File: src/rtl/irq_accept_pkg.sv
package irq_accept_pkg;

  localparam int WORD_W     = 32;
  localparam int HALF_W     = 16;
  localparam int PSW_ID_BIT = 5;
  localparam int PSW_EP_BIT = 6;
  localparam int PSW_NP_BIT = 7;

  localparam logic [WORD_W-1:0] RESET_PSW = 32'h0000_0020;
  localparam logic [WORD_W-1:0] NMI_PC    = 32'h0000_0010;
  localparam logic [HALF_W-1:0] NMI_CODE  = 16'h0010;

  typedef logic [WORD_W-1:0] word_t;

  typedef enum logic [1:0] {
    TAKE_NONE  = 2'd0,
    TAKE_RESET = 2'd1,
    TAKE_NMI   = 2'd2,
    TAKE_MASK  = 2'd3
  } take_e;

  // status word after an NMI is taken: in-service and disable set, exception flag dropped
  function automatic word_t psw_after_nmi(word_t psw);
    word_t r;
    r = psw;
    r[PSW_NP_BIT] = 1'b1;
    r[PSW_EP_BIT] = 1'b0;
    r[PSW_ID_BIT] = 1'b1;
    return r;
  endfunction

  // status word after a maskable source is taken
  function automatic word_t psw_after_mask(word_t psw);
    word_t r;
    r = psw;
    r[PSW_ID_BIT] = 1'b1;
    r[PSW_EP_BIT] = 1'b0;
    return r;
  endfunction

  // NMI cause lives in the upper half; lower half untouched
  function automatic word_t ecr_after_nmi(word_t ecr);
    return {NMI_CODE, ecr[HALF_W-1:0]};
  endfunction

  // maskable cause lives in the lower half; upper half untouched
  function automatic word_t ecr_after_mask(word_t ecr, logic [HALF_W-1:0] code);
    return {ecr[WORD_W-1:HALF_W], code};
  endfunction

  function automatic logic [HALF_W-1:0] mask_vector(int unsigned idx,
                                                    int unsigned base,
                                                    int unsigned step);
    return HALF_W'(base + step * idx);
  endfunction

endpackage

File: src/rtl/irq_req_latch.sv
module irq_req_latch #(
  parameter int N = 1
) (
  input  logic         clk,
  input  logic         rst_n,
  input  logic [N-1:0] req,
  input  logic         flush,
  input  logic [N-1:0] clr,
  output logic [N-1:0] pend
);

  logic [N-1:0] prev_q;
  logic [N-1:0] rise;

  assign rise = req & ~prev_q;

  for (genvar i = 0; i < N; i++) begin : g_bit
    always_ff @(posedge clk or negedge rst_n) begin
      if (!rst_n) begin
        prev_q[i] <= 1'b0;
        pend[i]   <= 1'b0;
      end else begin
        prev_q[i] <= req[i];
        if (flush) pend[i] <= 1'b0;
        else       pend[i] <= (pend[i] & ~clr[i]) | rise[i];
      end
    end

    // a fresh edge outside a flush is always held at the next clock
    assert_edge_latched_R2: assert property (@(posedge clk) disable iff (!rst_n)
      (!flush && rise[i]) |=> pend[i]);

    // a flush empties the flag
    assert_flush_clears_R1: assert property (@(posedge clk) disable iff (!rst_n)
      flush |=> !pend[i]);
  end

endmodule

File: src/rtl/irq_arbiter.sv
module irq_arbiter
  import irq_accept_pkg::*;
#(
  parameter  int NUM_SRC = 6,
  localparam int SRC_W   = (NUM_SRC > 1) ? $clog2(NUM_SRC) : 1
) (
  input  logic               boundary,
  input  logic               busy,
  input  logic               nmi_pend,
  input  logic [NUM_SRC-1:0] mask_pend,
  input  word_t              psw,
  output logic               take_nmi,
  output logic               take_mask,
  output logic [SRC_W-1:0]   mask_idx,
  output logic [NUM_SRC-1:0] mask_clr
);

  logic window;
  logic nmi_open;
  logic mask_open;
  logic any_mask;

  assign window    = boundary & ~busy;
  assign nmi_open  = ~psw[PSW_NP_BIT];
  assign mask_open = ~psw[PSW_NP_BIT] & ~psw[PSW_ID_BIT];

  // lowest index wins: scan from the top so the last hit is the smallest
  always_comb begin
    mask_idx = '0;
    any_mask = 1'b0;
    for (int i = NUM_SRC - 1; i >= 0; i--) begin
      if (mask_pend[i]) begin
        mask_idx = SRC_W'(i);
        any_mask = 1'b1;
      end
    end
  end

  assign take_nmi  = window & nmi_pend & nmi_open;
  assign take_mask = window & any_mask & mask_open & ~take_nmi;
  assign mask_clr  = take_mask ? (NUM_SRC'(1) << mask_idx) : '0;

endmodule

File: src/rtl/irq_accept_unit.sv
module irq_accept_unit
  import irq_accept_pkg::*;
#(
  parameter  int NUM_SRC  = 6,
  parameter  int VEC_BASE = 'h80,
  parameter  int VEC_STEP = 'h10,
  localparam int SRC_W    = (NUM_SRC > 1) ? $clog2(NUM_SRC) : 1
) (
  input  logic               clk,
  input  logic               rst_n,
  input  logic               reset_req,
  input  logic               nmi_req,
  input  logic [NUM_SRC-1:0] mask_req,
  input  logic               boundary,
  input  logic [31:0]        cur_pc,
  input  logic [31:0]        cur_psw,
  input  logic [31:0]        cur_ecr,
  output logic               redirect,
  output logic [1:0]         take_kind,
  output logic [SRC_W-1:0]   take_src,
  output logic [31:0]        new_pc,
  output logic [31:0]        new_psw,
  output logic [31:0]        new_ecr,
  output logic [31:0]        save_pc,
  output logic [31:0]        save_psw,
  output logic               save_nmi_we,
  output logic               save_mask_we,
  output logic               nmi_pending,
  output logic [NUM_SRC-1:0] mask_pending
);

  // named internal events
  logic               rst_prev_q;
  logic               rst_rise;
  logic               take_nmi;
  logic               take_mask;
  logic [SRC_W-1:0]   mask_idx;
  logic [NUM_SRC-1:0] mask_clr;
  logic [HALF_W-1:0]  mask_code;
  logic               nmi_clr;

  assign rst_rise  = reset_req & ~rst_prev_q;
  assign nmi_clr   = take_nmi & ~reset_req;
  assign mask_code = mask_vector(int'(mask_idx), VEC_BASE, VEC_STEP);

  irq_req_latch #(.N(1)) u_nmi_latch (
    .clk   (clk),
    .rst_n (rst_n),
    .req   (nmi_req),
    .flush (reset_req),
    .clr   (nmi_clr),
    .pend  (nmi_pending)
  );

  irq_req_latch #(.N(NUM_SRC)) u_mask_latch (
    .clk   (clk),
    .rst_n (rst_n),
    .req   (mask_req),
    .flush (reset_req),
    .clr   (mask_clr),
    .pend  (mask_pending)
  );

  irq_arbiter #(.NUM_SRC(NUM_SRC)) u_arb (
    .boundary  (boundary & ~reset_req),
    .busy      (redirect),
    .nmi_pend  (nmi_pending),
    .mask_pend (mask_pending),
    .psw       (cur_psw),
    .take_nmi  (take_nmi),
    .take_mask (take_mask),
    .mask_idx  (mask_idx),
    .mask_clr  (mask_clr)
  );

  always_ff @(posedge clk or negedge rst_n) begin
    if (!rst_n) begin
      rst_prev_q   <= 1'b0;
      redirect     <= 1'b0;
      take_kind    <= TAKE_NONE;
      take_src     <= '0;
      new_pc       <= '0;
      new_psw      <= '0;
      new_ecr      <= '0;
      save_pc      <= '0;
      save_psw     <= '0;
      save_nmi_we  <= 1'b0;
      save_mask_we <= 1'b0;
    end else begin
      rst_prev_q   <= reset_req;
      redirect     <= 1'b0;
      take_kind    <= TAKE_NONE;
      save_nmi_we  <= 1'b0;
      save_mask_we <= 1'b0;
      if (reset_req) begin
        if (rst_rise) begin
          redirect  <= 1'b1;
          take_kind <= TAKE_RESET;
          new_pc    <= '0;
          new_psw   <= RESET_PSW;
          new_ecr   <= '0;
        end
      end else if (take_nmi) begin
        redirect    <= 1'b1;
        take_kind   <= TAKE_NMI;
        save_pc     <= cur_pc;
        save_psw    <= cur_psw;
        save_nmi_we <= 1'b1;
        new_pc      <= NMI_PC;
        new_psw     <= psw_after_nmi(cur_psw);
        new_ecr     <= ecr_after_nmi(cur_ecr);
      end else if (take_mask) begin
        redirect     <= 1'b1;
        take_kind    <= TAKE_MASK;
        take_src     <= mask_idx;
        save_pc      <= cur_pc;
        save_psw     <= cur_psw;
        save_mask_we <= 1'b1;
        new_pc       <= {{(WORD_W-HALF_W){1'b0}}, mask_code};
        new_psw      <= psw_after_mask(cur_psw);
        new_ecr      <= ecr_after_mask(cur_ecr, mask_code);
      end
    end
  end

  // ---------------- assertions ----------------
  assert_reset_vector_R1: assert property (@(posedge clk) disable iff (!rst_n)
    (redirect && take_kind == TAKE_RESET) |->
      (new_pc == '0 && new_psw == RESET_PSW && new_ecr == '0 && !save_nmi_we && !save_mask_we));

  assert_reset_blocks_R1: assert property (@(posedge clk) disable iff (!rst_n)
    $past(reset_req) |-> (take_kind == TAKE_NONE || take_kind == TAKE_RESET));

  assert_nmi_blocked_R3: assert property (@(posedge clk) disable iff (!rst_n)
    (redirect && take_kind == TAKE_NMI) |-> !$past(cur_psw[PSW_NP_BIT]));

  assert_nmi_save_R4: assert property (@(posedge clk) disable iff (!rst_n)
    (redirect && take_kind == TAKE_NMI) |->
      (save_nmi_we && !save_mask_we && save_pc == $past(cur_pc) && save_psw == $past(cur_psw)));

  assert_nmi_state_R5: assert property (@(posedge clk) disable iff (!rst_n)
    (redirect && take_kind == TAKE_NMI) |->
      (new_pc == NMI_PC && new_psw[PSW_NP_BIT] && new_psw[PSW_ID_BIT] && !new_psw[PSW_EP_BIT]
       && new_ecr[HALF_W-1:0] == $past(cur_ecr[HALF_W-1:0])));

  assert_mask_blocked_R6: assert property (@(posedge clk) disable iff (!rst_n)
    (redirect && take_kind == TAKE_MASK) |->
      (!$past(cur_psw[PSW_NP_BIT]) && !$past(cur_psw[PSW_ID_BIT])));

  assert_mask_state_R7: assert property (@(posedge clk) disable iff (!rst_n)
    (redirect && take_kind == TAKE_MASK) |->
      (save_mask_we && !save_nmi_we && new_psw[PSW_ID_BIT] && !new_psw[PSW_EP_BIT]
       && new_ecr[WORD_W-1:HALF_W] == $past(cur_ecr[WORD_W-1:HALF_W])
       && new_ecr[HALF_W-1:0] == new_pc[HALF_W-1:0]));

  assert_one_taken_R9: assert property (@(posedge clk) disable iff (!rst_n)
    (redirect && take_kind == TAKE_MASK) |->
      ($countones($past(mask_pending) & ~mask_pending) == 1));

  assert_boundary_R10: assert property (@(posedge clk) disable iff (!rst_n)
    (redirect && take_kind != TAKE_RESET) |-> ($past(boundary) && !$past(redirect)));

  assert_save_exclusive_R4: assert property (@(posedge clk) disable iff (!rst_n)
    $onehot0({save_nmi_we, save_mask_we}));

  assert_nmi_first_R11: assert property (@(posedge clk) disable iff (!rst_n)
    (redirect && take_kind == TAKE_MASK) |->
      !($past(nmi_pending) && !$past(cur_psw[PSW_NP_BIT])));

endmodule

File: config.mk
export PLATFORM = sky130hd
export DESIGN_NAME = irq_accept_unit
export DESIGN_NICKNAME = d
export VERILOG_FILES = /design/src/rtl/irq_accept_pkg.sv /design/src/rtl/irq_req_latch.sv /design/src/rtl/irq_arbiter.sv /design/src/rtl/irq_accept_unit.sv
export SDC_FILE = /design/constraint.sdc
export NUM_CORES = 1
export LEC_CHECK = 0
export BUFFER_PORTS_ARGS = -buffer_cell sky130_fd_sc_hd__clkbuf_2
export CAP_MARGIN = 10
export CORE_UTILIZATION = 38
export CTS_CLUSTER_DIAMETER = 60
export DETAILED_ROUTE_END_ITERATION = 8
export PLACE_DENSITY = 0.75
export SKIP_LAST_GASP = 1
export SLEW_MARGIN = 20
export SYNTH_ARGS = -nofsm -noshare
export SYNTH_HDL_FRONTEND = slang
export SYNTH_SLANG_ARGS = --single-unit
File: constraint.sdc
create_clock -name clk -period 1.8 [get_ports clk]
set_input_delay 0.18 -clock clk [delete_from_list [all_inputs] [get_ports clk]]
set_output_delay 0.18 -clock clk [all_outputs]
set_load 0.02 [all_outputs]
==> results by group, run 1 <==
Place
  • Pre-CTS WS: -181 ps
  • Inst Count DP: about 900
  • Hpwl dp: between 10000 and 15000 um
  • GPL Wtd Cong: 0.818
  • # port buffers: around 250

Floorplan
  • Starting Density: 0.391
  • Ports: 282
  • Core footprint: 15300 sq um
  • Row count: 45
  • Die Y: around 130 um
  • Die width: 127 um
  • Die area: approximately 16000 sq um

Route
  • Violation count after the first detailed-route iteration: 210
  • Post-Route M1 WL: 6630 um
  • Antenna Nets Post-Route: 0
  • Met2 WL: approximately 9000 um
  • Vias per cell: 4.70
  • Vias: between 4000 and 5000
  • Drt pass-1 iters: 4
  • Max layer used: met4
  • Drt wl/cell: approximately 17 um
  • Met3 routed WL: just over 900 um
  • DRC: 0
  • Post-Route WL: 16800 um

STA
  • Final hold vios: 0
  • Max-slew violations: 0
  • Clock period minus final worst setup slack: 1910 ps
  • # setup viols final: 131
  • RSZ-0062 raised after global routing: true
  • Max Clock Skew: about 11 ps
  • Max Clk Rate: 0.523 GHz
  • Hold WS: 20.3 ps
  • Setup_tns: -7000 ps
  • Tcrit/Tclk final: 1.06
  • Final setup margin: -113 ps

Cells and area
  • ANT cells: 0
  • Area Growth Syn to Fin: 57.3%
  • Register Area: 3850 sq um
  • Most frequent cells in the layout: clkbuf_2 (251), dfrtp_1 (153), dlygate4sd3_1 (89), a22o_1 (56), mux2_1 (52)
  • Final nets: 899
  • Commonest non-fill, non-tap cell in the layout: clkbuf_2
  • Final-layout fill cell count: 1141
  • Finished Layout Cells: a little over 1000
  • Multi-input logic area: 1930 sq um
  • Layout cells sized above 1: 0.460

Power and ir drop
  • Seq pwr share: 0.428
  • Leakage power: around 5 nW
  • Peak VDD IR: 0.599 mV
  • PD cells: 1080 nW/um^2
  • P_sw: between 3 and 4 mW
  • Internal Power: between 7 and 8 mW
  • Sw frac: 0.304
  • Clk pwr share: 0.323
  • Logic pwr share: 0.249

Synthesis
  • Compound-gate portion of the synthesized area: 0.120
  • Syn Area/Cell: 14.8 sq um
  • Synthesized area: ~6000 sq um
  • Simple-Gate Fraction of Synth Area: 0.0392
  • Synth Area in Adders: 0
  • XOR/XNOR Fraction of Synth Area: 0
  • Synth warnings: 0
  • Sequential area share after synthesis: 0.645
  • Mux cell area share after synthesis: 0.124
  • Number of flops mapped to enable cells by yosys: 0
  • Largest family of logic cells by synthesized area: multiplexers
  • Synth cell types: 44
  • Cells after Synth: just over 400
  • Async S/R FF share, synth: 1.00
  • Synth Flop Type: dfrtp_1
  • #FFs+latches synth: 154

Global route
  • Initial antenna violation count: 0
  • Vias in the first global route: 5039
  • Total gr overflow: 0
  • First-pass GRT wire length: between 20000 and 30000 um
  • Largest net degree at the start of global routing: between 40 and 50
  • Tot GR Track Use: 0.209

Run
  • Max-Cap Viols: 0

Clock network
  • Clock-pin slew on the worst setup and hold paths: approximately 60 ps
  • Num CTS Buffers: 17
  • Clock tree buffer depth: 2
  • Clk_lat worst skew: a little over 400 ps
  • H-tree depth: 4
  • Root Driver: clkbuf_16
  • Sink Count: approximately 150
  • CTS tree: built

Status
  • Outcome: finished, violations left
  • Violated checks: negative setup slack

Setup path
  • Critical Path Fanout Max: 9
  • CP arrival: roughly 2200 ps
  • Setup CP Type: flip-flop to flip-flop
  • CP cell instances: or4b_4 -> a21oi_4 -> nand2_4 -> clkinv_8 -> buf_4 -> mux2_1
  • CP bufs+invs: 2
  • Max incr delay on CP: slightly above 500 ps
  • Startpoint class of the critical path: flip-flop
  • CP max-delay cell: or4b_4
  • Crit. End Element: flip-flop
  • Cell family with most CP delay: simple AND/OR/NAND/NOR gates
  • Critical path data required time: around 2100 ps

Min path
  • Hold/Removal Path Class: primary input to flip-flop
==> path summary, 6_finish.rpt <==
kind | slack, ps | cells after the start | start | to
setup / recovery | -110 | 6 | redirect | save_pc[23]
hold / removal | 20 | 2 | cur_psw[22] | new_psw[22]
setup reg to reg | -110 | 6 | redirect | save_pc[23]
hold reg to reg | 480 | 1 | new_pc[7] | new_pc[7]
max in group asynchronous | 960 | 3 | rst_n | take_src[2]
min in group asynchronous | 280 | 2 | rst_n | new_ecr[26]
==> final cells by class <==
| cell class | instances | share of cell area |
|---|---|---|
| clock buffer | 22 | 0.0505 |
| timing repair buffer | 393 | 0.293 |
| sequential | 154 | 0.410 |
| inverter | 7 | 0.00546 |
| multi-input combinational | 219 | 0.205 |
| clock inverter | 7 | 0.00759 |
| tap | 211 | 0.0281 |
==> cell usage after synthesis (2+ instances only) <==
cell type,instances,share of area
dfrtp_1,154,0.65
mux2_1,58,0.11
a22o_1,56,0.082
buf_4,29,0.036
buf_2,13,0.011
a21oi_1,11,0.0092
nor2_1,8,0.0050
mux2_2,7,0.013
nand2b_1,7,0.0073
buf_6,6,0.011
nand2_1,6,0.0038
inv_1,5,0.0031
a21o_1,4,0.0050
a221o_1,3,0.0050
nor3_1,3,0.0025
and2_1,2,0.0021
clkbuf_1,2,0.0013
nor2b_1,2,0.0021
o21ai_0,2,0.0017
o31ai_1,2,0.0025
==> power by group through the flow <==
stage	combinational (mW)	clock, mW	sequential (mW)
finish	2.52	3.27	4.34
CTS	2.48	3.37	4.32
floorplan	0.631	0	5.03
global placement	2.21	0	4.34
detailed placement	2.27	0	4.37
global route	2.68	3.52	4.40
==> registers in the layout (all words and copies together) (netlist names), 2 cells and up <==
register	count
new_ecr	32
new_pc	4
new_psw	31
save_pc	32
save_psw	32
take_kind	2
take_src	3
u_mask_latch.pend	6
u_mask_latch.prev_q	6
==> routing by layer <==
| layer | vias to the layer above | GRT usage |
|---|---|---|
| met1 | 2358 | 0.240 |
| met2 | 200 | 0.369 |
| met5 | - | 0 |
| met3 | 30 | 0.0486 |
| met4 | 0 | 0.0938 |
| li1 | 2171 | - |
==> stage by stage <==
| step | total power [mW] | util | cell area [sq um] |
|---|---|---|---|
| 2_1_floorplan | 5.66 | - | 6130 |
| 3_3_place_gp | 6.55 | 0.503 | 7680 |
| 3_5_place_dp | 6.64 | 0.503 | 7680 |
| 4_1_cts | 10.2 | 0.605 | 9240 |
| 5_1_grt | 10.6 | 0.616 | 9390 |
| 6_report | 10.1 | 0.616 | 9390 |
==> cell families after synthesis <==
group | after synthesis
flip-flops | 154
AO/OA/AOI/OAI | 86
multiplexers | 66
buffers and inverters | 59
AND/OR/NAND/NOR | 38
other | 1
==> timing repair <==
action	CTS	global route
pin swaps	7	3
hold buffers	86	3
gates resized for setup	23	14
buffers inserted	6	3
endpoints found under the setup margin	136	138
cloned	0	1
hold endpoints to repair	137	3
No activity file was read; power rests on OpenSTA's default activity.
==> inputs of run 2 (changes only) <==
CORE_UTILIZATION = 42   (was 38)
PLACE_DENSITY = 0.81   (was 0.75)
TNS_END_PERCENT = 1   (was default)
==> run 2 against run 1 <==
Effect of this change: highest routed layer unchanged; cell count shrank 3.4%; die area shrank 9.4%; sequential power is essentially flat; the run still ends with negative setup slack left.
==> results by group, run 2 (synthesis gave the netlist of run 1 again) <==
Floorplan
  • Die width: 121 um (-4.8%)
  • Starting Density: 0.430 (+0.0388)
  • Core footprint: 13900 sq um (-9.0%)
  • Ports: 282 (unchanged)
  • Row count: 43 (-4.4%)
  • Die area: 14700 sq um (-9.4%)
  • Die Y: 121 um (-4.8%)

Setup path
  • FF-to-FF End: new_pc[6]
  • Crit. End Element: flip-flop
  • Worst path most repeated cell: a21oi_4
  • Critical Path Fanout Max: 15 (+6)
  • Max incr delay on CP: 510 ps (about the same)
  • Setup CP Type: flip-flop to flip-flop
  • Reg2reg setup slack: -170 ps (-50 ps)
  • FF-to-FF path depth: 7 (+1)
  • CP arrival: 2270 ps (+70 ps)
  • RR Startpoint: redirect
  • CP max-delay cell: or4b_4
  • Startpoint class of the critical path: flip-flop
  • CP cell instances: or4b_4 -> a21oi_4 -> buf_6 -> a21oi_4 -> buf_4 -> clkbuf_16 -> a21bo_2
  • Critical path data required time: 2100 ps (+20 ps)

Cells and area
  • Layout cells sized above 1: 0.435 (-0.0253)
  • Area Growth Syn to Fin: 54.0%
  • Post-route cell area: 9190 sq um (-2.1%)
  • Most frequent cells in the layout: clkbuf_2 (251), dfrtp_1 (153), dlygate4sd3_1 (92), mux2_1 (58), a22o_1 (56)
  • Top Registers: new_ecr (32), save_pc (32), save_psw (32)
  • Commonest non-fill, non-tap cell in the layout: clkbuf_2
  • Final nets: 893 (-0.67%)

Min path
  • Min-Delay Endpoint: save_psw[18]
  • Worst hold path cell count: 2 (unchanged)
  • Hold/Removal Path Class: primary input to flip-flop
  • Hold path start: cur_psw[18]

Clock network
  • Num CTS Buffers: 17 (unchanged)
  • Sink Count: 154 (unchanged)
  • H-tree depth: 4 (unchanged)
  • Clock tree buffer depth: 2 (unchanged)
  • Clk_lat worst skew: 420 ps (about the same)
  • CTS tree: built
  • Clock-pin slew on the worst setup and hold paths: 60 ps (about the same)
  • Root Driver: clkbuf_16

Route
  • Antenna Nets Post-Route: 0 (unchanged)
  • Vias: 4931 (+3.6%)
  • Drt pass-1 iters: 5 (+1)
  • Post-Route WL: 17000 um (+0.81%)
  • Violation count after the first detailed-route iteration: 211 (+0.48%)
  • Drt wl/cell: 17.3 um (+4.3%)
  • Vias per cell: 5.04 (+7.2%)
  • DRC: 0 (unchanged)

Place
  • Pre-CTS WS: -209 ps (-27.8 ps)
  • # port buffers: 252 (unchanged)
  • Post-DP Area: 7580 sq um (-1.4%)
  • GPL Wtd Cong: 0.860 (+5.2%)
  • Hpwl dp: 10800 um (-2.6%)

Power and ir drop
  • Peak VDD IR: 0.625 mV (+4.3%)
  • PD cells: 1130 nW/um^2 (+4.8%)
  • Logic pwr share: 0.236 (-0.013)
  • Seq pwr share: 0.417 (-0.011)
  • Leakage power: 4.81 nW (-1.6%)
  • Sw frac: 0.301 (-0.00321)
  • Internal Power: 7.27 mW (+3.1%)
  • Clk pwr share: 0.347 (+0.024)
  • P_sw: 3.13 mW (+1.5%)

STA
  • Max-slew violations: 0 (unchanged)
  • Final hold vios: 0 (unchanged)
  • Tcrit/Tclk final: 1.09 (+0.0290)
  • Final setup margin: -165 ps (-52.2 ps)
  • RSZ-0062 raised after global routing: true
  • Max Clk Rate: 0.509 GHz (-2.7%)
  • Max Clock Skew: 8.51 ps (-2.50 ps)
  • Hold WS: 18.6 ps (-1.72 ps)
  • # setup viols final: 132 (+0.76%)
  • Clock period minus final worst setup slack: 1970 ps (+52.2 ps)
  • Setup_tns: -12510 ps (-5510 ps)

Global route
  • Initial antenna violation count: 1 (+1)
  • Total gr overflow: 0 (unchanged)
  • Vias in the first global route: 5148 (+2.2%)
  • First-pass GRT wire length: 25500 um (-1.1%)
  • Largest net degree at the start of global routing: 49 (+6.5%)
  • Tot GR Track Use: 0.232 (+0.0235)

Status
  • Violated checks: negative setup slack
  • Outcome: finished, violations left

Run
  • Max-Cap Viols: 0 (unchanged)
[run 2: cell types whose count changed in the layout (fill, tap and decap cells not counted), sizes merged, moves of 2 or more]
cell,before,now
buf,52,42
inv,5,7
dlygate4sd3,89,92
bufinv,1,3
[run 2: critical path, delay by kind of cell (launching register included)]
kind	cells	cell delay, ps
AO/OA/AOI/OAI	3	450
AND/OR/NAND/NOR	1	510
flip-flops	1	400
buffers and inverters	3	480
[run 2: worst max-delay path by stage]
stage / start / end / cells past startpoint
global placement: redirect / u_mask_latch.pend[0] / 5
detailed placement: u_mask_latch.pend[2] / new_psw[11] / 6
floorplan: redirect / save_pc[10] / 7
CTS: u_mask_latch.pend[0] / new_ecr[5] / 5
finish: redirect / new_pc[6] / 7
global route: redirect / new_pc[6] / 7
[run 2: per-stage QoR]
step           utilization  cells  power, mW
3_3_place_gp         0.546    849       6.52
2_1_floorplan            -    432       5.65
4_1_cts              0.657    972       10.4
3_5_place_dp         0.546    849       6.63
5_1_grt              0.662    979       10.9
6_report             0.662    979       10.4
[run 2: power by group through the flow]
stage          sequential, mW  combinational (mW)  clock [mW]
3_5_place_dp             4.38                2.25           0
4_1_cts                  4.33                2.42        3.68
3_3_place_gp             4.33                2.19           0
5_1_grt                  4.39                2.61        3.85
6_report                 4.34                2.45        3.60
2_1_floorplan            5.03               0.621           0
[run 2: routing by layer]
layer  vias up  part of all wire  GRT usage
met1      2434              0.39      0.253
li1       2166                 -          -
met3        51             0.069     0.0686
met4         0             0.031      0.117
met2       280              0.51      0.409
met5         -                 0          0
[run 2: repair_timing]
item,4_1_cts,5_1_grt
buffers inserted,2,2
gates resized for setup,7,2
endpoints found under the setup margin,138,139
endpoints found under the hold margin,148,3
pin swaps,4,1
hold buffers,90,2
cloned,0,2
[run 2: area by class of cell]
| cell class | instances | area [sq um] |
|---|---|---|
| clock inverters | 10 | 141 |
| repair buffers | 386 | 2620 |
| fillers | 951 | 4690 |
| diodes | 1 | 2.50 |
| clock buffers | 21 | 460 |
| well taps | 180 | 225 |
| multi-input cells | 220 | 1840 |
| flip-flops and latches | 154 | 3850 |
| inverters | 7 | 51.3 |
